### src/rtl/bswap_pkg.sv
package bswap_pkg;
  localparam int DATA_W = 64;
  localparam int BYTE_W = 8;
  localparam int MIN_W  = 16;
  localparam int NUM_W  = $clog2(DATA_W / MIN_W) + 1;

  typedef struct packed {
    logic             swapEn;
    logic             illegal;
    logic [NUM_W-1:0] widthSel;
  } bswap_ctrl_t;
endpackage

### src/rtl/bswap_ctrl.sv
module bswap_ctrl
  import bswap_pkg::*;
#(
  parameter bit HOST_LITTLE_ENDIAN = 1'b1
) (
  input  logic        isWide,
  input  logic        srcSel,
  input  logic [31:0] widthImm,
  output bswap_ctrl_t ctrl
);
  logic [NUM_W-1:0] hit;

  for (genvar k = 0; k < NUM_W; k++) begin : g_dec
    assign hit[k] = (widthImm == 32'(MIN_W << k));
  end

  always_comb begin
    ctrl.widthSel = hit;
    ctrl.illegal  = (hit == '0) || (isWide && srcSel);
    if (isWide) ctrl.swapEn = 1'b1;
    else        ctrl.swapEn = (srcSel == HOST_LITTLE_ENDIAN);
  end
endmodule

### src/rtl/bswap_datapath.sv
module bswap_datapath
  import bswap_pkg::*;
(
  input  logic              clk,
  input  logic              rstN,
  input  logic [DATA_W-1:0] dstIn,
  input  bswap_ctrl_t       ctrl,
  output logic [DATA_W-1:0] resultOut,
  output logic              illegalOut
);
  logic [DATA_W-1:0] laneSwap [NUM_W];
  logic [DATA_W-1:0] laneKeep [NUM_W];
  logic [DATA_W-1:0] nxtResult;

  for (genvar k = 0; k < NUM_W; k++) begin : g_lane
    localparam int W  = MIN_W << k;
    localparam int NB = W / BYTE_W;
    localparam logic [DATA_W-1:0] MASK = {DATA_W{1'b1}} >> (DATA_W - W);
    logic [DATA_W-1:0] rev;
    always_comb begin
      rev = '0;
      for (int b = 0; b < NB; b++)
        rev[b*BYTE_W +: BYTE_W] = dstIn[(NB-1-b)*BYTE_W +: BYTE_W];
    end
    assign laneSwap[k] = rev;
    assign laneKeep[k] = dstIn & MASK;
  end

  always_comb begin
    nxtResult = '0;
    for (int k = 0; k < NUM_W; k++)
      if (ctrl.widthSel[k])
        nxtResult = nxtResult | (ctrl.swapEn ? laneSwap[k] : laneKeep[k]);
    if (ctrl.illegal) nxtResult = dstIn;
  end

  always_ff @(posedge clk) begin
    if (!rstN) begin
      resultOut  <= '0;
      illegalOut <= 1'b0;
    end else begin
      resultOut  <= nxtResult;
      illegalOut <= ctrl.illegal;
    end
  end
endmodule

### src/rtl/bswap_unit.sv
module bswap_unit
  import bswap_pkg::*;
#(
  parameter bit HOST_LITTLE_ENDIAN = 1'b1
) (
  input  logic        clk,
  input  logic        rstN,
  input  logic [63:0] dstIn,
  input  logic        isWide,
  input  logic        srcSel,
  input  logic [31:0] widthImm,
  output logic [63:0] resultOut,
  output logic        illegalOut
);
  bswap_ctrl_t ctrl;

  bswap_ctrl #(.HOST_LITTLE_ENDIAN(HOST_LITTLE_ENDIAN)) u_ctrl (
    .isWide(isWide), .srcSel(srcSel), .widthImm(widthImm), .ctrl(ctrl)
  );

  bswap_datapath u_dp (
    .clk(clk), .rstN(rstN), .dstIn(dstIn), .ctrl(ctrl),
    .resultOut(resultOut), .illegalOut(illegalOut)
  );
endmodule

### config.mk
export PLATFORM = sky130hd
export DESIGN_NAME = bswap_unit
export DESIGN_NICKNAME = d
export VERILOG_FILES = /design/src/rtl/bswap_pkg.sv /design/src/rtl/bswap_ctrl.sv /design/src/rtl/bswap_datapath.sv /design/src/rtl/bswap_unit.sv
export SDC_FILE = /design/constraint.sdc
export NUM_CORES = 1
export LEC_CHECK = 0
export ABC_AREA = 1
export BUFFER_PORTS_ARGS = -buffer_cell sky130_fd_sc_hd__buf_2
export CORE_MARGIN = 1.5
export CORE_UTILIZATION = 40
export CTS_CLUSTER_DIAMETER = 80
export DETAILED_ROUTE_END_ITERATION = 12
export PLACE_DENSITY_LB_ADDON = 0.2
export SYNTH_ARGS = -nofsm -noshare
export SYNTH_HDL_FRONTEND = slang
export SYNTH_SLANG_ARGS = --single-unit
### constraint.sdc
create_clock -name clk -period 1.9 [get_ports clk]
set_input_delay 0.285 -clock clk [delete_from_list [all_inputs] [get_ports clk]]
set_output_delay 0.285 -clock clk [all_outputs]
set_load 0.05 [all_outputs]
==> impl_results.md, run 1 <==
- Status: completed
- Largest net degree at the start of global routing: 61
- DRC viols: 0
- Critical path's slowest cell: buf_4
- Commonest non-fill, non-tap cell in the layout: nand2_1
- Vias in the first global route: 4453
- Die width: 107.6 microns
- Setup Viol. Count Final: 0
- Worst path max stage delay: 0.22 ns
- Register bit total from synthesis: 65
- Sw frac: 34.32%
- Antenna violations before repair: 0
- Hold buffers post-CTS: 0
- Synth unique cells: 24
- CTS tree: done
- Crit path kind: input port to register
- Sequential share of power: 40.8%
- Layout cells sized above 1: 29.44%
- CP delay by family, top: simple AND/OR/NAND/NOR gates
- Logic pwr share: 25.1%
- Area growth syn-to-layout: 27.54%
- Hold path start: dstIn[48]
- Synth area leaders: dfxtp_1 30%, nand2_1 20%, nand3_1 8.7%, nor2_1 6.3%, inv_1 5.8%
- Worst setup SP type: input port
- Worst-path fanout max: 12
- Clock Tree Buf Depth: 2
- Post-CTS Resized: 0
- RSZ-0062 raised after global routing: no
- Max_cap viols: 0
- Synth area leader: dfxtp_1
- Mean Syn Cell Area: 5.991 sq um
- LEAKAGE: 3.226 nW
- Dpl cells: 1014
- CP endpoint kind: register
- DR vias: 4973
- Core box area: 10750 sq um
- Port bufs: 164
- Top Ports: 165
- Final WL: 13840 microns
- Fin crit share: 72.66%
- Switching Power: 0.001223 W
- Max Clk Rate: 724.3 MHz
- GRT Total Usage: 24.47%
- Post-CTS Setup Bufs: 0
- Met2 wire length: 6002 microns
- Clock root buffer: clkbuf_8
- H-Tree Depth: 3
- Clock power share: 34.1%
- Min Tclk post-route: 1.381 ns
- Maximum VDD drop: 0.3398 mV
- GRT overflow: 0
- Via/cell ratio: 4.828
- Slew @ Worst Pin: 0.3869 ns
- Die area: 11580 sq um
- Cell area after synthesis: 4379 sq um
- Wire length on met1: 6574 microns
- Post-Syn Instances: 731
- FP Rows: 38
- Post-detailed-route wirelength per cell: 13.43 microns
- Type of the tightest min-delay check: input port to register
- Total CTS buffers: 9
- Number of hold violations in the final report: 0
- Internal: 0.002341 W
- Clock-pin slew on the worst setup and hold paths: 0.08 ns
- Slew margin rel.: 74.17%
- Register area share after synthesis: 29.71%
- Yosys warnings: 0
- Setup TNS: 0 ns
- GP Congestion: 0.8473
- Syn nets: 831
- DRT Pass-1 Iters: 6
- Yosys top cell area share: 29.71%
- CTS sink count: 65
- P per Cell Area: 638.3 nW/um^2
- Crit path required time: 2.14 ns
- Top layer in use: met4
- Die Y: 107.6 microns
- Starting density of the core: 40.75%
- NumNets Final: 985
- First-pass GRT wire length: 22100 microns
- Crit. Startpoint: widthImm[16]
- Slew Limit Fails: 0
- Most frequent cells in the layout: 232 x nand2_1, 164 x buf_2, 76 x nand3_1
- Routed wl met3: 1006 microns
- Critical-path cell list: buf_2 -> inv_1 -> nand2_1 -> nor2_1 -> nand2_1 -> nor2_4 -> nand2_1 -> nand3_2 -> nand2_4 -> buf_4 -> nor2_1 -> nor2_1
- Antenna cells: 0
- Cell Count, Final, Fillers Out: 1030
- Detailed Place HPWL: 10310 microns
- Antenna Nets Post-Route: 0
- Arrival time worst endpoint: 1.62 ns
- Starting DRT DRC Count: 270
- Worst Path Buf+Inv: 3
[sequential cells by signal (all words and copies together) (netlist names)]
name,count
u_dp.resultOut,64
u_dp.illegalOut,1
[through the flow]
step	hold WS, ns	util (%)	total power (W)	cell area [sq um]	setup WS (ns)
2_1_floorplan	0.4223	-	0.002069	4379	0.3548
3_3_place_gp	0.5505	50.15	0.002374	5389	0.1735
3_5_place_dp	0.5469	50.15	0.002372	5389	0.1479
4_1_cts	0.1747	51.98	0.003591	5585	0.5165
5_1_grt	0.1917	51.98	0.003753	5585	0.3306
6_report	0.1916	51.98	0.003565	5585	0.5194
[cells by family after synthesis]
group / Yosys count / share of synthesized area (%)
buffers and inverters: 118 / 11.71
AO/OA/AOI/OAI: 110 / 13.14
flip-flops: 65 / 29.71
AND/OR/NAND/NOR: 438 / 45.43
[cell type report]
| cell class | instances | area (sq um) |
|---|---|---|
| Fill cell | 1137 | 5160 |
| Multi-Input combinational cell | 548 | 2575 |
| Sequential cell | 65 | 1301 |
| Timing Repair Buffer | 188 | 1064 |
| Inverter | 73 | 274.0 |
| Tap cell | 140 | 175.2 |
| Clock buffer | 11 | 141.4 |
| Clock inverter | 5 | 55.05 |
[per-layer routing]
| metal | track usage, % | up-vias |
|---|---|---|
| met1 | 33.80 | 2156 |
| met5 | 0 | - |
| met2 | 37.94 | 184 |
| met3 | 4.964 | 22 |
| li1 | - | 2611 |
| met4 | 8.177 | 0 |
[cells in the mapped netlist]
cell type  instances
buf_2             14
clkinv_1           1
nor2_2            26
buf_6              6
a21oi_1           30
inv_2              4
nand3_1           76
nand2_4            1
o21a_1             8
nor2_4             4
inv_1             68
nand3_2           22
a21boi_0           2
clkbuf_1          20
buf_1              3
nand4_1            1
dfxtp_1           65
o21ai_1           30
nand2_1          232
and2_0             1
nor2_1            73
buf_4              2
o21ai_0           40
nand2_2            2
[power groups by stage]
stage	Combinational [W]	Sequential, W	Clock [W]
after floorplan	0.000323	0.00175	0
after global placement	0.000889	0.00148	0
after detailed placement	0.000888	0.00148	0
after CTS	0.000891	0.00145	0.00125
after global routing	0.000980	0.00146	0.00131
final	0.000895	0.00145	0.00122
[path summary, 6_finish.rpt]
| path | to | cells past startpoint | slack (ns) |
|---|---|---|---|
| hold / removal | u_dp.resultOut[48] | 3 | 0.19 |
| setup / recovery | u_dp.resultOut[21] | 12 | 0.52 |
(Power assumes the default switching activity.)
==> run 2: changes to the inputs <==
clock period = 1.3 ns   (was 1.9 ns; I/O delays follow)
==> run 2 against run 1 <==
  * Die area did not move
  * Non-clock buffer count rose by 37
  * Power rose by 57%
  * Routed wire length rose by 8.5%
  * Count of clock-buffer cells in the layout did not move
  * Cell count rose by 3.7%
  * Critical path depth did not move
  * Critical endpoint is now u_dp.resultOut[31]
==> impl_results.md, run 2 (same netlist as run 1, synthesis figures left out) <==
- FP Rows: 38 (unchanged)
- Hold path start: dstIn[51]
- CTS sink count: 65 (unchanged)
- Die area: 11580 sq um (unchanged)
- Biggest register: u_dp.resultOut
- Slew Limit Fails: 0 (unchanged)
- Number of hold violations in the final report: 0 (unchanged)
- Internal: 0.003726 W (+59%)
- DR vias: 5287 (+6.3%)
- Final core utilization: 57.64% (+5.7 points)
- Sequential share of power: 38.0% (-2.8 points)
- Port bufs: 164 (unchanged)
- Max Clk Rate: 773.8 MHz
- Type of the tightest min-delay check: input port to register
- Worst setup SP type: input port
- Via/cell ratio: 4.950 (+2.5%)
- Max_cap viols: 0 (unchanged)
- Top Ports: 165 (unchanged)
- Clock power share: 36.9% (+2.8 points)
- Min Tclk post-route: 1.292 ns
- Clock Tree Buf Depth: 2 (unchanged)
- Vias in the first global route: 4556 (+2.3%)
- Largest net degree at the start of global routing: 33 (-46%)
- Crit. Startpoint: widthImm[15]
- Clock-pin slew on the worst setup and hold paths: 0.07 ns (about the same)
- Antenna violations before repair: 0 (unchanged)
- P per Cell Area: 903.3 nW/um^2 (+42%)
- Crit path required time: 1.56 ns (-0.58 ns)
- Crit path to: u_dp.resultOut[31]
- Antenna cells: 0 (unchanged)
- GRT overflow: 0 (unchanged)
- First-pass GRT wire length: 22250 microns (+0.66%)
- Core box area: 10750 sq um (unchanged)
- H-Tree Depth: 3 (unchanged)
- Critical-path cell list: buf_2 -> inv_8 -> nand2_2 -> nor2_2 -> nand2_4 -> nor2_4 -> nand2_4 -> nand3_4 -> nand2_4 -> clkbuf_16 -> nor2_1 -> nor2_1
- Post-detailed-route wirelength per cell: 14.06 microns (+4.6%)
- Registers with the most flip-flops: u_dp.resultOut (64), u_dp.illegalOut (1)
- Final WL: 15010 microns (+8.5%)
- Worst Path Buf+Inv: 3 (unchanged)
- LEAKAGE: 3.515 nW (+9.0%)
- CTS tree: done
- Commonest non-fill, non-tap cell in the layout: nand2_1
- Status: completed
- Crit path kind: input port to register
- Critical path's slowest cell: clkbuf_16
- Arrival time worst endpoint: 1.55 ns (-0.07 ns)
- Hold buffers post-CTS: 0 (unchanged)
- Cell depth of the worst setup path: 12 (unchanged)
- Sw frac: 33.40% (-0.92 points)
- Maximum VDD drop: 0.7548 mV (+120%)
- Setup Viol. Count Final: 0 (unchanged)
- Area growth syn-to-layout: 41.43%
- GRT Total Usage: 24.74% (+0.27 points)
- Die Y: 107.6 microns (unchanged)
- Switching Power: 0.001868 W (+53%)
- Clock root buffer: clkbuf_8
- Total power: 0.005595 W (+57%)
- DRT Pass-1 Iters: 5 (-1)
- Slew @ Worst Pin: 0.4141 ns (+0.02726 ns)
- Logic pwr share: 25.2% (about the same)
- CP delay by family, top: simple AND/OR/NAND/NOR gates
- Worst path max stage delay: 0.22 ns (about the same)
- Starting density of the core: 40.75% (unchanged)
- RSZ-0062 raised after global routing: yes
- Worst-path fanout max: 10 (-2)
- GP Congestion: 0.9049 (+6.8%)
- Antenna Nets Post-Route: 0 (unchanged)
- Detailed Place HPWL: 10810 microns (+4.8%)
- Most frequent cells in the layout: 212 x nand2_1, 163 x buf_2, 72 x nand3_1
- Crit path top cell by count: nand2_4
- CP endpoint kind: register
- Layout cells sized above 1: 36.96% (+7.5 points)
- Fin crit share: 99.41%
- Starting DRT DRC Count: 384 (+42%)
- Max reg flops: 64 (unchanged)
- Total CTS buffers: 9 (unchanged)
- NumNets Final: 1023 (+3.9%)
- DRC viols: 0 (unchanged)
- Slew margin rel.: 72.32% (-1.8 points)
- Die width: 107.6 microns (unchanged)
## run 2: cell types whose count changed in the layout (fill, tap and decap cells not counted), sizes merged
cell | previous run | this run
buf | 188 | 221
bufinv | 1 | 2
clkinvlp | 2 | 1
clkbuf | 11 | 15
nand2 | 235 | 236
## run 2: worst min-delay path by stage
stage / depth (start not counted) / slack (ns) / end
2_1_floorplan: 2 / 0.32 / u_dp.resultOut[53]
3_5_place_dp: 3 / 0.45 / u_dp.resultOut[51]
4_1_cts: 3 / 0.09 / u_dp.resultOut[51]
3_3_place_gp: 3 / 0.45 / u_dp.resultOut[59]
5_1_grt: 3 / 0.08 / u_dp.resultOut[51]
6_report: 3 / 0.09 / u_dp.resultOut[51]
## run 2: final cells by class
type | instances | area (sq um)
timing repair buffer | 225 | 1504
fill | 1095 | 4552
multi-input combinational | 549 | 2698
sequential | 65 | 1301
inverter | 73 | 286.5
tap | 140 | 175.2
clock inverter | 5 | 77.57
clock buffer | 11 | 151.4
## run 2: worst min-delay path, cell delays in order
cell	delay [ns]
buf_2	0.09
nand3_2	0.06
o21ai_1	0.06
## run 2: layer usage
| layer | GRT usage, % | routed length, microns |
|---|---|---|
| met3 | 5.751 | 1297 |
| met5 | 0 | 0 |
| met4 | 7.143 | 257 |
| met2 | 38.90 | 6841 |
| met1 | 33.74 | 6618 |
## run 2: what timing repair did
action / 4_1_cts / 5_1_grt
setup buffers: 0 / 1
resized for setup: 0 / 45
setup endpoints to repair: 0 / 63
## run 2: power groups by stage
stage	combinational [W]	sequential, W	clock [W]
after floorplan	0.000481	0.00255	0
final	0.00141	0.00212	0.00206
after global routing	0.00153	0.00213	0.00215
after CTS	0.00138	0.00212	0.00207
after global placement	0.00137	0.00217	0
after detailed placement	0.00137	0.00217	0
## run 2: stage by stage
| stage | instances | hold WS, ns | worst slack, ns | TNS (ns) | area [sq um] |
|---|---|---|---|---|---|
| 2_1_floorplan | 731 | 0.3208 | -0.1512 | -7.603 | 4431 |
| 6_report | 1068 | 0.08908 | 0.007625 | 0 | 6193 |
| 5_1_grt | 1068 | 0.07844 | -0.07160 | -2.244 | 6193 |
| 4_1_cts | 1061 | 0.08890 | 0.0004863 | 0 | 5941 |
| 3_3_place_gp | 1045 | 0.4533 | -0.3421 | -18.16 | 5712 |
| 3_5_place_dp | 1045 | 0.4496 | -0.3717 | -19.11 | 5712 |
==> run 3: changes to the inputs <==
ABC_AREA = default   (was 1)
==> run 3 against run 2 <==
  * The flow now finishes with violations (negative setup slack)
  * Cell count down 32%
  * Power decreased by 1.2%
  * Sequential cell count did not move
  * Global-route usage is 4.5 points higher
  * Combinational power grew 26%
  * Die area is 19% lower
  * Sequential share of layout area down 0.65 points
  * Worst setup slack got worse by 0.11 ns
  * Critical endpoint is now u_dp.resultOut[56]
==> impl_results.md, run 3 <==
- Status: finished, violations left
- Failing checks: negative setup slack
- Antenna cells: 0 (unchanged)
- DR vias: 4647 (-12%)
- GRT met3 Usage: 6.358% (+0.61 points)
- Largest net degree at the start of global routing: 47 (+42%)
- DRT Pass-1 Iters: 6 (+1)
- Crit. Startpoint: widthImm[6]
- GP Congestion: 0.9076 (+0.30%)
- Via/cell ratio: 6.427 (+30%)
- Clock power share: 29.3% (-7.6 points)
- FP Rows: 33 (-13%)
- P per Cell Area: 864.9 nW/um^2 (-4.2%)
- Total CTS buffers: 9 (unchanged)
- Main flop type after synthesis: dfxtp_1
- Antenna Nets Post-Route: 0 (unchanged)
- Worst-path fanout max: 8 (-2)
- Type of the tightest min-delay check: input port to register
- Fin area: 6392 sq um (+3.2%)
- Setup TNS: -1.917 ns (-1.917 ns)
- Sw frac: 34.58% (+1.2 points)
- Clock-pin slew on the worst setup and hold paths: 0.07 ns (about the same)
- Xor and xnor area share after synthesis: 0.7140% (+0.71 points)
- Cell area after synthesis: 3505 sq um (-20%)
- CP endpoint kind: register
- Die Y: 96.61 microns (-10%)
- First-pass GRT wire length: 21770 microns (-2.1%)
- Slew @ Worst Pin: 0.3540 ns (-0.06015 ns)
- Starting DRT DRC Count: 546 (+42%)
- Register area share after synthesis: 37.13% (+7.4 points)
- H-Tree Depth: 3 (unchanged)
- CP delay by family, top: compound AO/OA/AOI/OAI gates
- Core box area: 8341 sq um (-22%)
- Max reg flops: 64 (unchanged)
- Critical-path cell list: buf_8 -> buf_6 -> o21ai_4 -> o311ai_4 -> buf_12 -> buf_12 -> clkbuf_16 -> o41ai_2 -> o21ai_1
- Worst path max stage delay: 0.30 ns (+0.08 ns)
- Final core utilization: 76.64% (+19 points)
- Commonest non-fill, non-tap cell in the layout: buf_2
- Seq. cell area: 1301 sq um (unchanged)
- Slew Limit Fails: 0 (unchanged)
- Maximum VDD drop: 0.5278 mV (-30%)
- Fin Hold WS: 0.1486 ns (+0.05951 ns)
- Arrival time worst endpoint: 1.62 ns (+0.07 ns)
- Clock root buffer: clkbuf_8
- Biggest register: u_dp.resultOut
- GRT overflow: 0 (unchanged)
- Crit path to: u_dp.resultOut[56]
- Sequential share of power: 38.4% (+0.4 points)
- GR peak layer: met2
- CTS sink count: 65 (unchanged)
- Main combinational cell family by area after synthesis: compound AO/OA/AOI/OAI gates
- Area growth syn-to-layout: 82.40%
- Mean Syn Cell Area: 8.762 sq um (+46%)
- Post-Synth Adder-Cell Area: 0% (unchanged)
- Antenna violations before repair: 0 (unchanged)
- Port bufs: 164 (unchanged)
- Post-synth EDFFs: 0 (unchanged)
- Logic pwr share: 32.2% (+7.0 points)
- Simple-Gate Fraction of Synth Area: 12.60% (-33 points)
- Post-synthesis compound-gate area fraction: 39.27% (+26 points)
- Worst setup SP type: input port
- Yosys warnings: 0 (unchanged)
- Detailed Place HPWL: 10110 microns (-6.4%)
- Final WL: 17520 microns (+17%)
- Die width: 96.61 microns (-10%)
- Top-count cell post-synth: dfxtp_1
- Crit path required time: 1.52 ns (-0.04 ns)
- Post-detailed-route wirelength per cell: 24.23 microns (+72%)
- Min-Delay Path Depth: 3 (unchanged)
- Synth area leader: dfxtp_1
- Yosys top cell area share: 37.13% (+7.4 points)
- LEAKAGE: 2.787 nW (-21%)
- Fillers: 554 (-49%)
- Total power: 0.005529 W (-1.2%)
- Synth unique cells: 32 (+33%)
- Switching Power: 0.001912 W (+2.3%)
- DRC viols: 0 (unchanged)
- Register bit total from synthesis: 65 (unchanged)
- Min Tclk post-route: 1.401 ns (+0.1089 ns)
- Slew margin rel.: 76.31% (+4.0 points)
- Crit path kind: input port to register
- Worst Path Buf+Inv: 5 (+2)
- Met1 Use GR: 38.80% (+5.1 points)
- Worst setup margin: -0.1012 ns (-0.1089 ns)
- Max_cap viols: 0 (unchanged)
- GRT Total Usage: 29.21% (+4.5 points)
- Top Ports: 165 (unchanged)
- Synth area leaders: dfxtp_1 37%, o41ai_1 12%, a22oi_1 6.9%, and2_1 5.9%, o21ai_0 5.1%
- RSZ-0062 raised after global routing: yes
- Registers with the most flip-flops: u_dp.resultOut (64), u_dp.illegalOut (1)
- NumNets Final: 714 (-30%)
- Max Clk Rate: 713.7 MHz (-7.8%)
- Clock Tree Buf Depth: 2 (unchanged)
- Multi-input gate area: 2644 sq um (-2.0%)
- Cell depth of the worst setup path: 9 (-3)
- DP Area: 5120 sq um (-10%)
- Die area: 9333 sq um (-19%)
- Met2 Use GR: 44.38% (+5.5 points)
- Post-Syn Instances: 400 (-45%)
- CTS tree: done
- Syn nets: 500 (-40%)
- Critical path's slowest cell: o41ai_2
- FFs w/ async S/R, synth: 0% (unchanged)
- Hold buffers post-CTS: 0 (unchanged)
- Most frequent cells in the layout: 152 x buf_2, 65 x dfxtp_1, 47 x o21ai_1
- Post-synth top cells: 65 x dfxtp_1, 47 x o41ai_1, 36 x o21ai_0
- Setup Viol. Count Final: 47 (+47)
- Fin crit share: 107.8% (+8.4 points)
- Number of hold violations in the final report: 0 (unchanged)
- Internal: 0.003617 W (-2.9%)
- Vias in the first global route: 4119 (-9.6%)
- Crit path top cell by count: buf_12
- Starting density of the core: 42.02% (+1.3 points)
- Layout cells sized above 1: 56.96% (+20 points)
- Post-synthesis mux area share: 0% (unchanged)
[run 3: cell types whose count changed after synthesis, moves of 30 or more]
cell and change:
o41ai_1 +47, nand3_1 -75, inv_1 -35, nor2_1 -56
a22oi_1 +32, nand2_1 -231, and2_1 +33, a21oi_1 -30
[run 3: cell families (layout without fill, tap and decap cells)]
logic type,Yosys count,count (layout)
buffers and inverters,81,299
AOI/OAI and AO/OA,178,178
xor gates and xnor gates,2,2
DFF,65,65
and+or+nand+nor,74,74
[run 3: layout make-up]
type | count | area share, %
timing repair buffer | 251 | 31.45
inverter | 33 | 1.938
tap | 105 | 2.055
sequential | 65 | 20.36
clock buffer | 13 | 2.642
multi-input combinational | 254 | 41.36
clock inverter | 2 | 0.1957
[run 3: worst min path at each step]
stage	start	endpoint	slack, ns
2_1_floorplan	dstIn[7]	u_dp.resultOut[63]	0.33
3_3_place_gp	dstIn[34]	u_dp.resultOut[26]	0.49
3_5_place_dp	dstIn[33]	u_dp.resultOut[25]	0.50
4_1_cts	dstIn[21]	u_dp.resultOut[45]	0.14
5_1_grt	dstIn[22]	u_dp.resultOut[46]	0.15
6_report	dstIn[22]	u_dp.resultOut[46]	0.15
[run 3: what timing repair did]
item,4_1_cts,5_1_grt
endpoints found under the setup margin,64,64
pin swaps,6,27
gates cloned,1,14
setup buffers,7,15
gates resized for setup,22,78
[run 3: worst min-delay path: cells and delay by family]
family          cells  cell delay [ns]
buf+inv             2             0.18
compound gates      1             0.07
[run 3: layer usage]
| layer | wire [microns] | share of wire (%) |
|---|---|---|
| met2 | 8031 | 46 |
| met1 | 6399 | 37 |
| met5 | 0 | 0 |
| met3 | 1916 | 11 |
| met4 | 1171 | 6.7 |
[run 3: power groups by stage]
stage | Sequential, W | Combinational, W | Clock (W)
2_1_floorplan | 0.00255 | 0.000500 | 0
3_3_place_gp | 0.00217 | 0.00142 | 0
3_5_place_dp | 0.00217 | 0.00144 | 0
4_1_cts | 0.00212 | 0.00147 | 0.00162
5_1_grt | 0.00213 | 0.00184 | 0.00172
6_report | 0.00213 | 0.00178 | 0.00162
[run 3: per-stage QoR]
stage / setup WS (ns) / cells
floorplan: -0.1639 / 400
global placement: -0.4413 / 672
detailed placement: -0.4901 / 672
CTS: -0.03733 / 695
global route: -0.1652 / 723
finish: -0.1012 / 723
